<file path="src/rtl/nor_cmd_pkg.sv">
package nor_cmd_pkg;
  typedef enum logic [2:0] {
    OP_NONE   = 3'd0,
    OP_PROG   = 3'd1,
    OP_CHIP   = 3'd2,
    OP_BLOCK  = 3'd3,
    OP_SUSP   = 3'd4,
    OP_RESUME = 3'd5,
    OP_RESET  = 3'd6
  } op_e;

  typedef enum logic [3:0] {
    ST_READ, ST_U1, ST_U2, ST_PROG, ST_E3, ST_E4, ST_E5,
    ST_BWIN, ST_BYP, ST_BPROG, ST_BERASE
  } seq_e;

  localparam int unsigned CMD_AW = 12;
  localparam logic [CMD_AW-1:0] A_KEY1 = 12'hAAA;
  localparam logic [CMD_AW-1:0] A_KEY2 = 12'h555;
  localparam logic [7:0] D_KEY1   = 8'hAA;
  localparam logic [7:0] D_KEY2   = 8'h55;
  localparam logic [7:0] D_PROG   = 8'hA0;
  localparam logic [7:0] D_ERASE  = 8'h80;
  localparam logic [7:0] D_CHIP   = 8'h10;
  localparam logic [7:0] D_BLK    = 8'h30;
  localparam logic [7:0] D_BYPASS = 8'h20;
  localparam logic [7:0] D_RESET  = 8'hF0;
  localparam logic [7:0] D_SUSP   = 8'hB0;

  typedef struct packed {
    logic key1;
    logic key2;
    logic at_cmd;
    logic d_prog;
    logic d_erase;
    logic d_chip;
    logic d_blk;
    logic d_bypass;
    logic d_reset;
    logic d_susp;
  } cyc_t;
endpackage

</file>
<file path="src/rtl/nor_cmd_classify.sv">
module nor_cmd_classify
  import nor_cmd_pkg::*;
(
  input  logic [CMD_AW-1:0] addr_lo_i,
  input  logic [7:0]        data_i,
  output cyc_t              cyc_o
);
  always_comb begin
    cyc_o.at_cmd   = (addr_lo_i == A_KEY1);
    cyc_o.key1     = (addr_lo_i == A_KEY1) && (data_i == D_KEY1);
    cyc_o.key2     = (addr_lo_i == A_KEY2) && (data_i == D_KEY2);
    cyc_o.d_prog   = (data_i == D_PROG);
    cyc_o.d_erase  = (data_i == D_ERASE);
    cyc_o.d_chip   = (data_i == D_CHIP);
    cyc_o.d_blk    = (data_i == D_BLK);
    cyc_o.d_bypass = (data_i == D_BYPASS);
    cyc_o.d_reset  = (data_i == D_RESET);
    cyc_o.d_susp   = (data_i == D_SUSP);
  end
endmodule

</file>
<file path="src/rtl/nor_erase_window.sv">
module nor_erase_window #(
  parameter int BLK_W   = 8,
  parameter int WIN_CYC = 64,
  localparam int NUM_BLK = 1 << BLK_W,
  localparam int CNT_W   = $clog2(WIN_CYC + 1)
) (
  input  logic               clk_i,
  input  logic               rst_ni,
  input  logic               start_i,
  input  logic               add_i,
  input  logic               cancel_i,
  input  logic               hold_i,
  input  logic [BLK_W-1:0]   blk_i,
  output logic               active_o,
  output logic               expire_o,
  output logic [NUM_BLK-1:0] mask_o
);
  logic               active_q;
  logic [CNT_W-1:0]   cnt_q;
  logic [NUM_BLK-1:0] mask_q;
  logic [NUM_BLK-1:0] sel;

  always_comb begin
    sel = '0;
    sel[blk_i] = 1'b1;
  end

  // counter freezes while the algorithm reports busy
  assign expire_o = active_q && !hold_i && (cnt_q == CNT_W'(WIN_CYC - 1));

  always_ff @(posedge clk_i or negedge rst_ni) begin
    if (!rst_ni) begin
      active_q <= 1'b0;
      cnt_q    <= '0;
      mask_q   <= '0;
    end else if (cancel_i) begin
      active_q <= 1'b0;
      cnt_q    <= '0;
      mask_q   <= '0;
    end else if (start_i) begin
      active_q <= 1'b1;
      cnt_q    <= '0;
      mask_q   <= sel;
    end else if (active_q) begin
      if (expire_o) begin
        active_q <= 1'b0;
      end else begin
        if (!hold_i) cnt_q <= cnt_q + 1'b1;
        if (add_i) mask_q <= mask_q | sel;
      end
    end
  end

  assign active_o = active_q;
  assign mask_o   = mask_q;
endmodule

</file>
<file path="src/rtl/nor_cmd_seq.sv">
module nor_cmd_seq
  import nor_cmd_pkg::*;
#(
  parameter int ADDR_W = 25,
  parameter int BLK_W  = 8,
  localparam int NUM_BLK = 1 << BLK_W
) (
  input  logic               clk_i,
  input  logic               rst_ni,
  input  logic               wr_en_i,
  input  logic [ADDR_W-1:0]  addr_i,
  input  logic [7:0]         data_i,
  input  logic               busy_i,
  input  cyc_t               cyc_i,
  input  logic               win_expire_i,
  input  logic [NUM_BLK-1:0] win_mask_i,
  output logic               win_start_o,
  output logic               win_add_o,
  output logic               win_cancel_o,
  output logic               cmd_valid_o,
  output logic [2:0]         cmd_op_o,
  output logic [ADDR_W-1:0]  cmd_addr_o,
  output logic [7:0]         cmd_data_o,
  output logic [NUM_BLK-1:0] cmd_mask_o,
  output logic               bypass_o,
  output logic               suspended_o
);
  seq_e state_q, state_d;
  logic byp_ret_q, byp_ret_d;
  logic susp_q, susp_d;
  logic emit;
  op_e  op_d;

  logic               valid_q;
  op_e                op_q;
  logic [ADDR_W-1:0]  addr_q;
  logic [7:0]         data_q;
  logic [NUM_BLK-1:0] mask_q;

  always_comb begin
    state_d      = state_q;
    byp_ret_d    = byp_ret_q;
    susp_d       = susp_q;
    emit         = 1'b0;
    op_d         = OP_NONE;
    win_start_o  = 1'b0;
    win_add_o    = 1'b0;
    win_cancel_o = 1'b0;
    if (win_expire_i) begin
      emit    = 1'b1;
      op_d    = OP_BLOCK;
      state_d = byp_ret_q ? ST_BYP : ST_READ;
    end else if (wr_en_i) begin
      if (busy_i) begin
        if (cyc_i.d_susp && !susp_q) begin
          emit   = 1'b1;
          op_d   = OP_SUSP;
          susp_d = 1'b1;
        end
      end else if (cyc_i.d_reset) begin
        emit         = 1'b1;
        op_d         = OP_RESET;
        state_d      = ST_READ;
        win_cancel_o = 1'b1;
      end else begin
        unique case (state_q)
          ST_READ: begin
            if (susp_q && cyc_i.d_blk) begin
              emit   = 1'b1;
              op_d   = OP_RESUME;
              susp_d = 1'b0;
            end else if (cyc_i.key1) begin
              state_d = ST_U1;
            end
          end
          ST_U1: state_d = cyc_i.key2 ? ST_U2 : ST_READ;
          ST_U2: begin
            if (cyc_i.at_cmd && cyc_i.d_prog)        state_d = ST_PROG;
            else if (cyc_i.at_cmd && cyc_i.d_erase)  state_d = ST_E3;
            else if (cyc_i.at_cmd && cyc_i.d_bypass) state_d = ST_BYP;
            else                                     state_d = ST_READ;
          end
          ST_PROG: begin
            emit    = 1'b1;
            op_d    = OP_PROG;
            state_d = ST_READ;
          end
          ST_E3: state_d = cyc_i.key1 ? ST_E4 : ST_READ;
          ST_E4: state_d = cyc_i.key2 ? ST_E5 : ST_READ;
          ST_E5: begin
            if (cyc_i.at_cmd && cyc_i.d_chip) begin
              emit    = 1'b1;
              op_d    = OP_CHIP;
              state_d = ST_READ;
            end else if (cyc_i.d_blk) begin
              win_start_o = 1'b1;
              byp_ret_d   = 1'b0;
              state_d     = ST_BWIN;
            end else begin
              state_d = ST_READ;
            end
          end
          ST_BWIN: begin
            if (cyc_i.d_blk) begin
              win_add_o = 1'b1;
            end else begin
              win_cancel_o = 1'b1;
              state_d      = ST_READ;
            end
          end
          ST_BYP: begin
            if (cyc_i.d_prog)       state_d = ST_BPROG;
            else if (cyc_i.d_erase) state_d = ST_BERASE;
            else if (susp_q && cyc_i.d_blk) begin
              emit   = 1'b1;
              op_d   = OP_RESUME;
              susp_d = 1'b0;
            end else begin
              state_d = ST_READ;
            end
          end
          ST_BPROG: begin
            emit    = 1'b1;
            op_d    = OP_PROG;
            state_d = ST_BYP;
          end
          ST_BERASE: begin
            if (cyc_i.d_chip) begin
              emit    = 1'b1;
              op_d    = OP_CHIP;
              state_d = ST_BYP;
            end else if (cyc_i.d_blk) begin
              win_start_o = 1'b1;
              byp_ret_d   = 1'b1;
              state_d     = ST_BWIN;
            end else begin
              state_d = ST_READ;
            end
          end
          default: state_d = ST_READ;
        endcase
      end
    end
  end

  always_ff @(posedge clk_i or negedge rst_ni) begin
    if (!rst_ni) begin
      state_q   <= ST_READ;
      byp_ret_q <= 1'b0;
      susp_q    <= 1'b0;
      valid_q   <= 1'b0;
      op_q      <= OP_NONE;
      addr_q    <= '0;
      data_q    <= '0;
      mask_q    <= '0;
    end else begin
      state_q   <= state_d;
      byp_ret_q <= byp_ret_d;
      susp_q    <= susp_d;
      valid_q   <= emit;
      op_q      <= op_d;
      if (emit && op_d == OP_BLOCK) begin
        addr_q <= '0;
        data_q <= D_BLK;
        mask_q <= win_mask_i;
      end else if (emit) begin
        addr_q <= addr_i;
        data_q <= data_i;
        mask_q <= '0;
      end else begin
        mask_q <= '0;
      end
    end
  end

  assign cmd_valid_o = valid_q;
  assign cmd_op_o    = op_q;
  assign cmd_addr_o  = addr_q;
  assign cmd_data_o  = data_q;
  assign cmd_mask_o  = mask_q;
  assign suspended_o = susp_q;
  assign bypass_o    = (state_q == ST_BYP) || (state_q == ST_BPROG) ||
                       (state_q == ST_BERASE) || ((state_q == ST_BWIN) && byp_ret_q);
endmodule

</file>
<file path="src/rtl/nor_cmd_decoder.sv">
module nor_cmd_decoder
  import nor_cmd_pkg::*;
#(
  parameter int ADDR_W  = 25,
  parameter int BLK_W   = 8,
  parameter int WIN_CYC = 64,
  localparam int NUM_BLK = 1 << BLK_W
) (
  input  logic               clk_i,
  input  logic               rst_ni,
  input  logic               wr_en_i,
  input  logic [ADDR_W-1:0]  addr_i,
  input  logic [7:0]         data_i,
  input  logic               busy_i,
  output logic               cmd_valid_o,
  output logic [2:0]         cmd_op_o,
  output logic [ADDR_W-1:0]  cmd_addr_o,
  output logic [7:0]         cmd_data_o,
  output logic [NUM_BLK-1:0] cmd_mask_o,
  output logic               bypass_o,
  output logic               suspended_o
);
  cyc_t               cyc;
  logic               win_start, win_add, win_cancel, win_active, win_expire;
  logic [NUM_BLK-1:0] win_mask;
  logic [BLK_W-1:0]   blk_idx;

  assign blk_idx = addr_i[ADDR_W-1 -: BLK_W];

  nor_cmd_classify u_classify (
    .addr_lo_i (addr_i[CMD_AW-1:0]),
    .data_i    (data_i),
    .cyc_o     (cyc)
  );

  nor_erase_window #(.BLK_W(BLK_W), .WIN_CYC(WIN_CYC)) u_window (
    .clk_i    (clk_i),
    .rst_ni   (rst_ni),
    .start_i  (win_start),
    .add_i    (win_add),
    .cancel_i (win_cancel),
    .hold_i   (busy_i),
    .blk_i    (blk_idx),
    .active_o (win_active),
    .expire_o (win_expire),
    .mask_o   (win_mask)
  );

  nor_cmd_seq #(.ADDR_W(ADDR_W), .BLK_W(BLK_W)) u_seq (
    .clk_i        (clk_i),
    .rst_ni       (rst_ni),
    .wr_en_i      (wr_en_i),
    .addr_i       (addr_i),
    .data_i       (data_i),
    .busy_i       (busy_i),
    .cyc_i        (cyc),
    .win_expire_i (win_expire && win_active),
    .win_mask_i   (win_mask),
    .win_start_o  (win_start),
    .win_add_o    (win_add),
    .win_cancel_o (win_cancel),
    .cmd_valid_o  (cmd_valid_o),
    .cmd_op_o     (cmd_op_o),
    .cmd_addr_o   (cmd_addr_o),
    .cmd_data_o   (cmd_data_o),
    .cmd_mask_o   (cmd_mask_o),
    .bypass_o     (bypass_o),
    .suspended_o  (suspended_o)
  );
endmodule

</file>
<file path="config.mk">
export PLATFORM = sky130hd
export DESIGN_NAME = nor_cmd_decoder
export DESIGN_NICKNAME = d
export VERILOG_FILES = /design/src/rtl/nor_cmd_pkg.sv /design/src/rtl/nor_cmd_classify.sv /design/src/rtl/nor_erase_window.sv /design/src/rtl/nor_cmd_seq.sv /design/src/rtl/nor_cmd_decoder.sv
export SDC_FILE = /design/constraint.sdc
export NUM_CORES = 1
export LEC_CHECK = 0
export ABC_CLOCK_PERIOD_IN_PS = 3000
export BUFFER_PORTS_ARGS = -buffer_cell sky130_fd_sc_hd__buf_2
export CORE_ASPECT_RATIO = 1.75
export CORE_MARGIN = 2
export CORE_UTILIZATION = 56
export DETAILED_ROUTE_END_ITERATION = 10
export HOLD_SLACK_MARGIN = 0.15
export MAX_ROUTING_LAYER = met4
export PLACE_DENSITY = 0.91
export SLEW_MARGIN = 20
export SYNTH_ARGS = -nofsm -noshare
export SYNTH_HDL_FRONTEND = slang
export SYNTH_SLANG_ARGS = --single-unit
</file>
<file path="constraint.sdc">
create_clock -name clk_i -period 3 [get_ports clk_i]
set_clock_uncertainty 0.15 [all_clocks]
set_input_delay 0.3 -clock clk_i [delete_from_list [all_inputs] [get_ports clk_i]]
set_output_delay 0.3 -clock clk_i [all_outputs]
set_load 0.005 [all_outputs]
</file>
After elaboration in Yosys (flattened, before gate mapping)
Index checks and enable logic that the tools add are counted.
{"block": "classes", "addsub": 1, "magnitude_cmp": 2, "n_eq_ne": 38, "mux": 95, "bitwise_logic": 4, "reduce_logical": 32}
{"op": "256-bit two-way mux", "count": 6}
{"op": "256-bit bitwise OR", "count": 1}
{"op": "4-bit two-way mux", "count": 16}
{"op": "25-bit two-way mux", "count": 2}
{"op": "1-bit two-way mux", "count": 43}
{"op": "8-bit == test, second input constant", "count": 5}
{"op": "4-bit case mux with 10 select lines", "count": 1}
{"op": "7-bit two-way mux", "count": 5}
{"op": "3-bit two-way mux", "count": 11}
{"op": "4-bit by 3-bit == test with 1-bit output, second input constant", "count": 4}
{"op": "8-bit by 6-bit == test with 1-bit output, second input constant", "count": 2}
{"op": "8-bit two-way mux", "count": 2}
{"op": "3-bit case mux with 5 select lines", "count": 1}
{"op": "1-bit logical AND", "count": 14}
{"op": "12-bit by 11-bit == test with 1-bit output, second input constant", "count": 1}
{"op": "12-bit == test, second input constant", "count": 1}
{"op": "4-bit == test, second input constant", "count": 3}
{"op": "8-bit by 9-bit < comparator with 1-bit output, second input constant", "count": 1}
{"op": "9-bit AND reduction", "count": 1}
{"op": "3-bit nonzero test", "count": 3}
{"op": "1-bit demux with 8-bit select", "count": 1}
{"op": "4-bit by 2-bit == test with 1-bit output, second input constant", "count": 2}
{"op": "8-bit by 5-bit == test with 1-bit output, second input constant", "count": 1}
{"op": "8-bit by 7-bit == test with 1-bit output, second input constant", "count": 1}
{"op": "25 further kinds", "count": 44}
{"block": "word_totals", "reg_bits": 563, "input_bits": 37, "output_inout_bits": 295, "word_cells": 183}

Depth between registers and ports, before layout
{"block": "logic_depth", "depth_word": 13, "ltp_mapped": 11, "depth_no_buf": 7}

Cells and area by module
Synthesis repeated with hierarchy kept, for this count alone.
{"block": "unflattened", "cells_unflattened": 1754, "hier_area_um2": 20447.1}
{"module": "nor_cmd_seq", "n_inst": 1, "cells_per_inst": 787, "area_each_um2": 10417.5, "seq_area_each_um2": 7482.2}
{"module": "nor_erase_window", "n_inst": 1, "cells_per_inst": 935, "area_each_um2": 9783.1, "seq_area_each_um2": 6606.3}
{"module": "nor_cmd_classify", "n_inst": 1, "cells_per_inst": 31, "area_each_um2": 240.2, "seq_area_each_um2": 0.0}
{"module": "nor_cmd_decoder", "n_inst": 1, "cells_per_inst": 1, "area_each_um2": 6.3, "seq_area_each_um2": 0.0}

Worst setup path after synthesis
OpenSTA, ideal clock, no wires.
{"block": "synth_path", "path_kind": "input-to-reg", "startpoint": "input port data_i[1]", "endpoint": "register u_window.cnt_q[0]", "setup_ns": 0.125, "arrival_time_ns": 2.280, "required_time_ns": 2.725, "path_slack_ns": 0.446, "cell_stages": 7, "n_path_buf": 1, "path_cell_list": "or4_1 > buf_2 > o41a_1 > a2111o_1 > nand2_1 > nor2_1 > mux2_2"}
{"block": "synth_via", "elab_chain_len": 10, "word_cells_on_any_way": 24, "cone_classes": "eq/ne (5); mux (16); reduce/logical (3)"}
{"item": "start, declared", "line": "nor_cmd_decoder.sv:13", "source": "input logic [7:0] data_i,"}
{"item": "8-bit by 6-bit == test with 1-bit output / 8-bit by 5-bit == test with 1-bit output (equally long branches)", "line": "nor_cmd_classify.sv:15, nor_cmd_classify.sv:14"}
{"item": "1-bit two-way mux / 1-bit logical AND (equally long branches)", "line": "nor_cmd_seq.sv:95, nor_cmd_seq.sv:132, nor_cmd_seq.sv:91"}
{"item": "1-bit two-way mux, on equally long branches", "line": "nor_cmd_seq.sv:128, nor_cmd_seq.sv:91"}
{"item": "1-bit case mux with 2 select lines", "line": "nor_cmd_seq.sv:66", "source": "unique case (state_q)"}
{"item": "1-bit two-way mux", "line": "nor_cmd_seq.sv:60", "source": "end else if (cyc_i.d_reset) begin"}
{"item": "1-bit two-way mux", "line": "nor_cmd_seq.sv:54", "source": "if (busy_i) begin"}
{"item": "1-bit two-way mux", "line": "nor_cmd_seq.sv:53", "source": "end else if (wr_en_i) begin"}
{"item": "1-bit two-way mux", "line": "nor_cmd_seq.sv:49", "source": "if (win_expire_i) begin"}
{"item": "3-bit by 1-bit != test with 1-bit output (no source line), or another cell as far along"}
{"item": "3-bit AND reduction (no source line) / 7-bit two-way mux (equally long branches)"}
{"item": "end signal, assigned", "line": "nor_erase_window.sv:48", "source": "if (!hold_i) cnt_q <= cnt_q + 1'b1;"}
{"item": "end, declared", "line": "nor_erase_window.sv:19", "source": "logic [CNT_W-1:0] cnt_q;"}
Several ways; a longest one is shown, not always the timed one.
A chain may end at the register's enable or synchronous reset.

Worst setup path after layout
{"block": "layout_path", "startpoint": "input port data_i[1]", "endpoint": "register u_seq.addr_q[18] (netlist: u_seq.cmd_addr_o[18])"}
{"block": "layout_via", "elab_chain_len": 13, "word_cells_on_any_way": 35, "cone_classes": "eq/ne (7); mux (23); reduce/logical (5)"}
{"item": "8-bit by 6-bit == test with 1-bit output", "line": "nor_cmd_classify.sv:15", "source": "cyc_o.d_blk = (data_i == D_BLK);"}
{"item": "1-bit logical AND", "line": "nor_cmd_seq.sv:68, nor_cmd_seq.sv:114"}
{"item": "3-bit two-way mux", "line": "nor_cmd_seq.sv:68, nor_cmd_seq.sv:114"}
{"item": "3-bit two-way mux", "line": "nor_cmd_seq.sv:113", "source": "else if (cyc_i.d_erase) state_d = ST_BERASE;"}
{"item": "3-bit two-way mux", "line": "nor_cmd_seq.sv:112", "source": "if (cyc_i.d_prog) state_d = ST_BPROG;"}
{"item": "3-bit case mux with 5 select lines", "line": "nor_cmd_seq.sv:66"}
{"item": "3-bit two-way mux", "line": "nor_cmd_seq.sv:60"}
{"item": "3-bit two-way mux", "line": "nor_cmd_seq.sv:54"}
{"item": "3-bit two-way mux", "line": "nor_cmd_seq.sv:53"}
{"item": "3-bit two-way mux", "line": "nor_cmd_seq.sv:49"}
{"item": "3-bit by 2-bit == test with 1-bit output", "line": "nor_cmd_seq.sv:162", "source": "if (emit && op_d == OP_BLOCK) begin"}
{"item": "1-bit logical AND", "line": "nor_cmd_seq.sv:162"}
{"item": "25-bit two-way mux / 2-bit nonzero test (equally long branches)"}
{"item": "end signal, assigned", "line": "nor_cmd_seq.sv:167", "source": "addr_q <= addr_i;"}
{"item": "end, declared", "line": "nor_cmd_seq.sv:36", "source": "logic [ADDR_W-1:0] addr_q;"}
Several ways; a longest one is shown, not always the timed one.

==> results.cfg <==
[floorplanning]
fp.dieArea_mm2 = 0.0377
rows = 92
top_level_ports = 332
die_w_um = 148
start_util_pct = 56.5
core_mm2 = 0.0358
fp.dieH_um = 255

[global_route]
grt_max_degree = 147
grt_first_pass_wirelength_um = 87300
overflow = 0
grt_pass1_vias = 15484
antenna_found_initial = 0
grt_use_total_pct = 31.1

[clock_tree]
cts-root-buf = clkbuf_16
clk_pin_slew_ns = 0.07
insertion_delay_ns = 0.58
clock_path_buffers = 3
cts_tree = built
cts_buffers = 46
cts.sinks = 563
h-tree-depth = 2

[pwr]
p_sw_share_pct = 22.4
power_mw = 14.8
p_leak_nw = 12.7
p_comb_share_pct = 4.2
internal_power_mw = 11.5
clock_power_share_pct = 43.2
p_switching_mw = 3.31
vdd_drop_max_v = 0.000436
pwr_density_cell_mw_per_mm2 = 601
seqPwrFrac_pct = 52.6

[worst_hold_path]
min_to = u_window.mask_o[236]
whs_path_depth = 2
min_from = u_window.mask_o[236]
hold_path.class = reg -> reg

[worst_setup_path]
worst_setup_path_start_kind = input pin
ff2ff_setup_slack_ns = 0.20
crit_type = in -> reg
worstPathArrival_ns = 3.19
end_kind = flop
ff2ff_path_depth = 8
r2r-start = u_window.cnt_q[0]
cp_max_fo = 28
worstPathRequired_ns = 3.29
r2r-end = u_seq.cmd_addr_o[18]

[detailed_routing]
antenna_left = 0
drtIter0Drc = 1149
finalWirelength_um = 56500
route.detailed.drc = 0
avgRoutedWirePerCell_um = 21.7
via_per_inst = 5.74
drt-pass1-iter-count = 7
vias = 14918

[placement]
portBuffers = 331
place_area_mm2 = 0.0226
dp.cells = 2476
place_hpwl_um = 35600
globalplace.congestion = 0.957

[logic_synthesis]
synth_cell_types = 57
yosysSeqAreaShare_pct = 69.6
syn-num-nets = 1767
postSynthAreaPerCell_um2 = 11.7
ys.flop_type = dfrtp_1
synth.top_cell.area_share_pct = 69.6
synth-async-reset-ratio_pct = 100
ys_ff_latch = 563
synth_area_mm2 = 0.0202
synthCells = 1729
synth_area_leaders = dfrtp_1, and2_1, nand2_1
yosysTopAreaCell = dfrtp_1
ys_warn_count = 0
synth_edf_count = 0

[timing]
hold_violations = 0
worst_pin_slew_ns = 0.782
rsz0062_at_grt = false
fin_crit_sh_pct = 96.5
layout_min_cycle_time_ns = 2.90
whs_ns = 0.322
slew_headroom_pct = 47.3
setup_viol = 0
timing.fmax_mhz = 345
setup_tns_ns = 0
drv_slew = 0

[run_status]
status = finished, final reports clean

[job]
maxCapViolCount = 0

[cells_and_area]
fill_cells = 2297
areaGrowthSynthToFinish_pct = 21.4
fin_area_mm2 = 0.0246
nets = 2131
num_antenna_cells = 0
drive_above_1_share_pct = 23.1
final_cells = 2601
regArea_mm2 = 0.0141
multi_input_area_mm2 = 0.00551
[layout make-up]
class,instances,share of cell area [%]
clock buffer,64,5.49
clock inverter,22,1.06
inverter,2,0.0305
multi-input combinational,1047,22.4
sequential,563,57.3
tap,470,2.39
timing repair buffer,433,11.3
[synth_stat cells, types with 9 or more instances]
cell      instances
dfrtp_1         563
nand2_1         340
and2_1          260
o21ai_1         148
o21ai_0         136
clkbuf_1         70
buf_6            26
nand3_1          23
nor2_1           19
a32o_1           12
a21oi_1          11
nor2b_1          10
nand4_1           9
[sequential cells by signal, indices dropped and copies added, names as in the netlist]
name / count
u_seq.cmd_addr_o: 25
u_seq.state_q: 4
u_window.active_o: 1
u_seq.byp_ret_q: 1
u_window.mask_o: 256
u_window.cnt_q: 7
u_seq.suspended_o: 1
u_seq.cmd_mask_o: 256
u_seq.cmd_valid_o: 1
u_seq.cmd_op_o: 3
u_seq.cmd_data_o: 8
[metal layers]
layer	share of wire [%]	wire length [µm]	vias up	track usage (%)
li1	-	-	6378	-
met1	35	19500	7462	35.7
met2	52	29300	844	51.6
met3	6.4	3630	234	3.92
met4	7.2	4060	0	19.4
met5	0	0	-	-
[placed cells by master (no fill, tap or decap), drive strengths merged, types with 2 or more instances in the layout]
cell type,netlist,final
o211ai,2,2
mux2i,2,2
clkinv,0,12
or3,2,2
xor2,3,3
nor4bb,6,6
o21ai,285,285
inv,2,7
nor3b,4,4
buf,41,395
and4b,2,2
and2,260,260
or2,2,2
dfrtp,563,563
clkbuf,76,64
nand2,340,340
nand3,24,24
a22o,2,2
nand2b,6,6
a32o,12,12
nor2b,10,10
dlygate4sd3,0,38
o31ai,2,2
nand4,9,9
or4,2,2
o41ai,2,2
a21oi,11,11
nor2,19,19
a211oi,3,3
nor4,6,6
xnor2,2,2
bufinv,0,4
and3,4,4
o21a,3,3
nor3,8,8
[repair_timing]
item | 4_1_cts | 5_1_grt
setup buffers | 0 | 0
endpoints found under the setup margin | 0 | 1
hold endpoints to repair | 622 | 0
gates resized for setup | 0 | 2
hold buffers | 39 | 0
[worst max path at each step]
stage          startpoint                   end  depth (start not counted)
2_1_floorplan   data_i[1]     u_window.cnt_q[0]                          7
3_3_place_gp    data_i[1]     u_window.cnt_q[0]                          9
3_5_place_dp    data_i[1]  u_seq.cmd_addr_o[16]                          9
4_1_cts         data_i[1]   u_window.mask_o[90]                          9
5_1_grt         data_i[1]   u_window.mask_o[38]                          9
6_report        data_i[1]  u_seq.cmd_addr_o[18]                         10
[power groups by stage]
stage | logic (mW) | clock network [mW] | registers (mW)
5_1_grt | 0.697 | 6.74 | 7.77
3_3_place_gp | 0.538 | 0 | 7.90
4_1_cts | 0.608 | 6.42 | 7.76
3_5_place_dp | 0.567 | 0 | 7.90
6_report | 0.616 | 6.38 | 7.77
2_1_floorplan | 0.192 | 0 | 7.90
[kinds of logic (layout without fill, tap and decap cells)]
group	count (synthesis)	count (layout)	share of synthesized area [%]
AOI/OAI and AO/OA	330	330	8.93
xor gates and xnor gates	5	5	0.216
adders and majority gates	1	1	0.0618
buffers and inverters	119	521	3.34
DFF	563	563	69.6
muxes	3	3	0.155
and+or+nand+nor	708	708	17.7
[critical path, stage by stage]
cell and delay [ns]:
dlygate4sd3_1 0.53, buf_2 0.15, or4_1 0.64, buf_4 0.21
nor4_1 0.45, o21bai_1 0.21, o41ai_2 0.19, buf_4 0.28
nand2_1 0.12, o21ai_0 0.10
[per-stage QoR]
step	setup WS, ns	utilization (%)
finish	0.104	68.7
global route	0.00198	68.7
CTS	0.109	68.6
detailed placement	0.155	63.0
global placement	0.241	63.0
floorplan	0.446	-
Note: power is estimated with default switching activity, not from simulation.
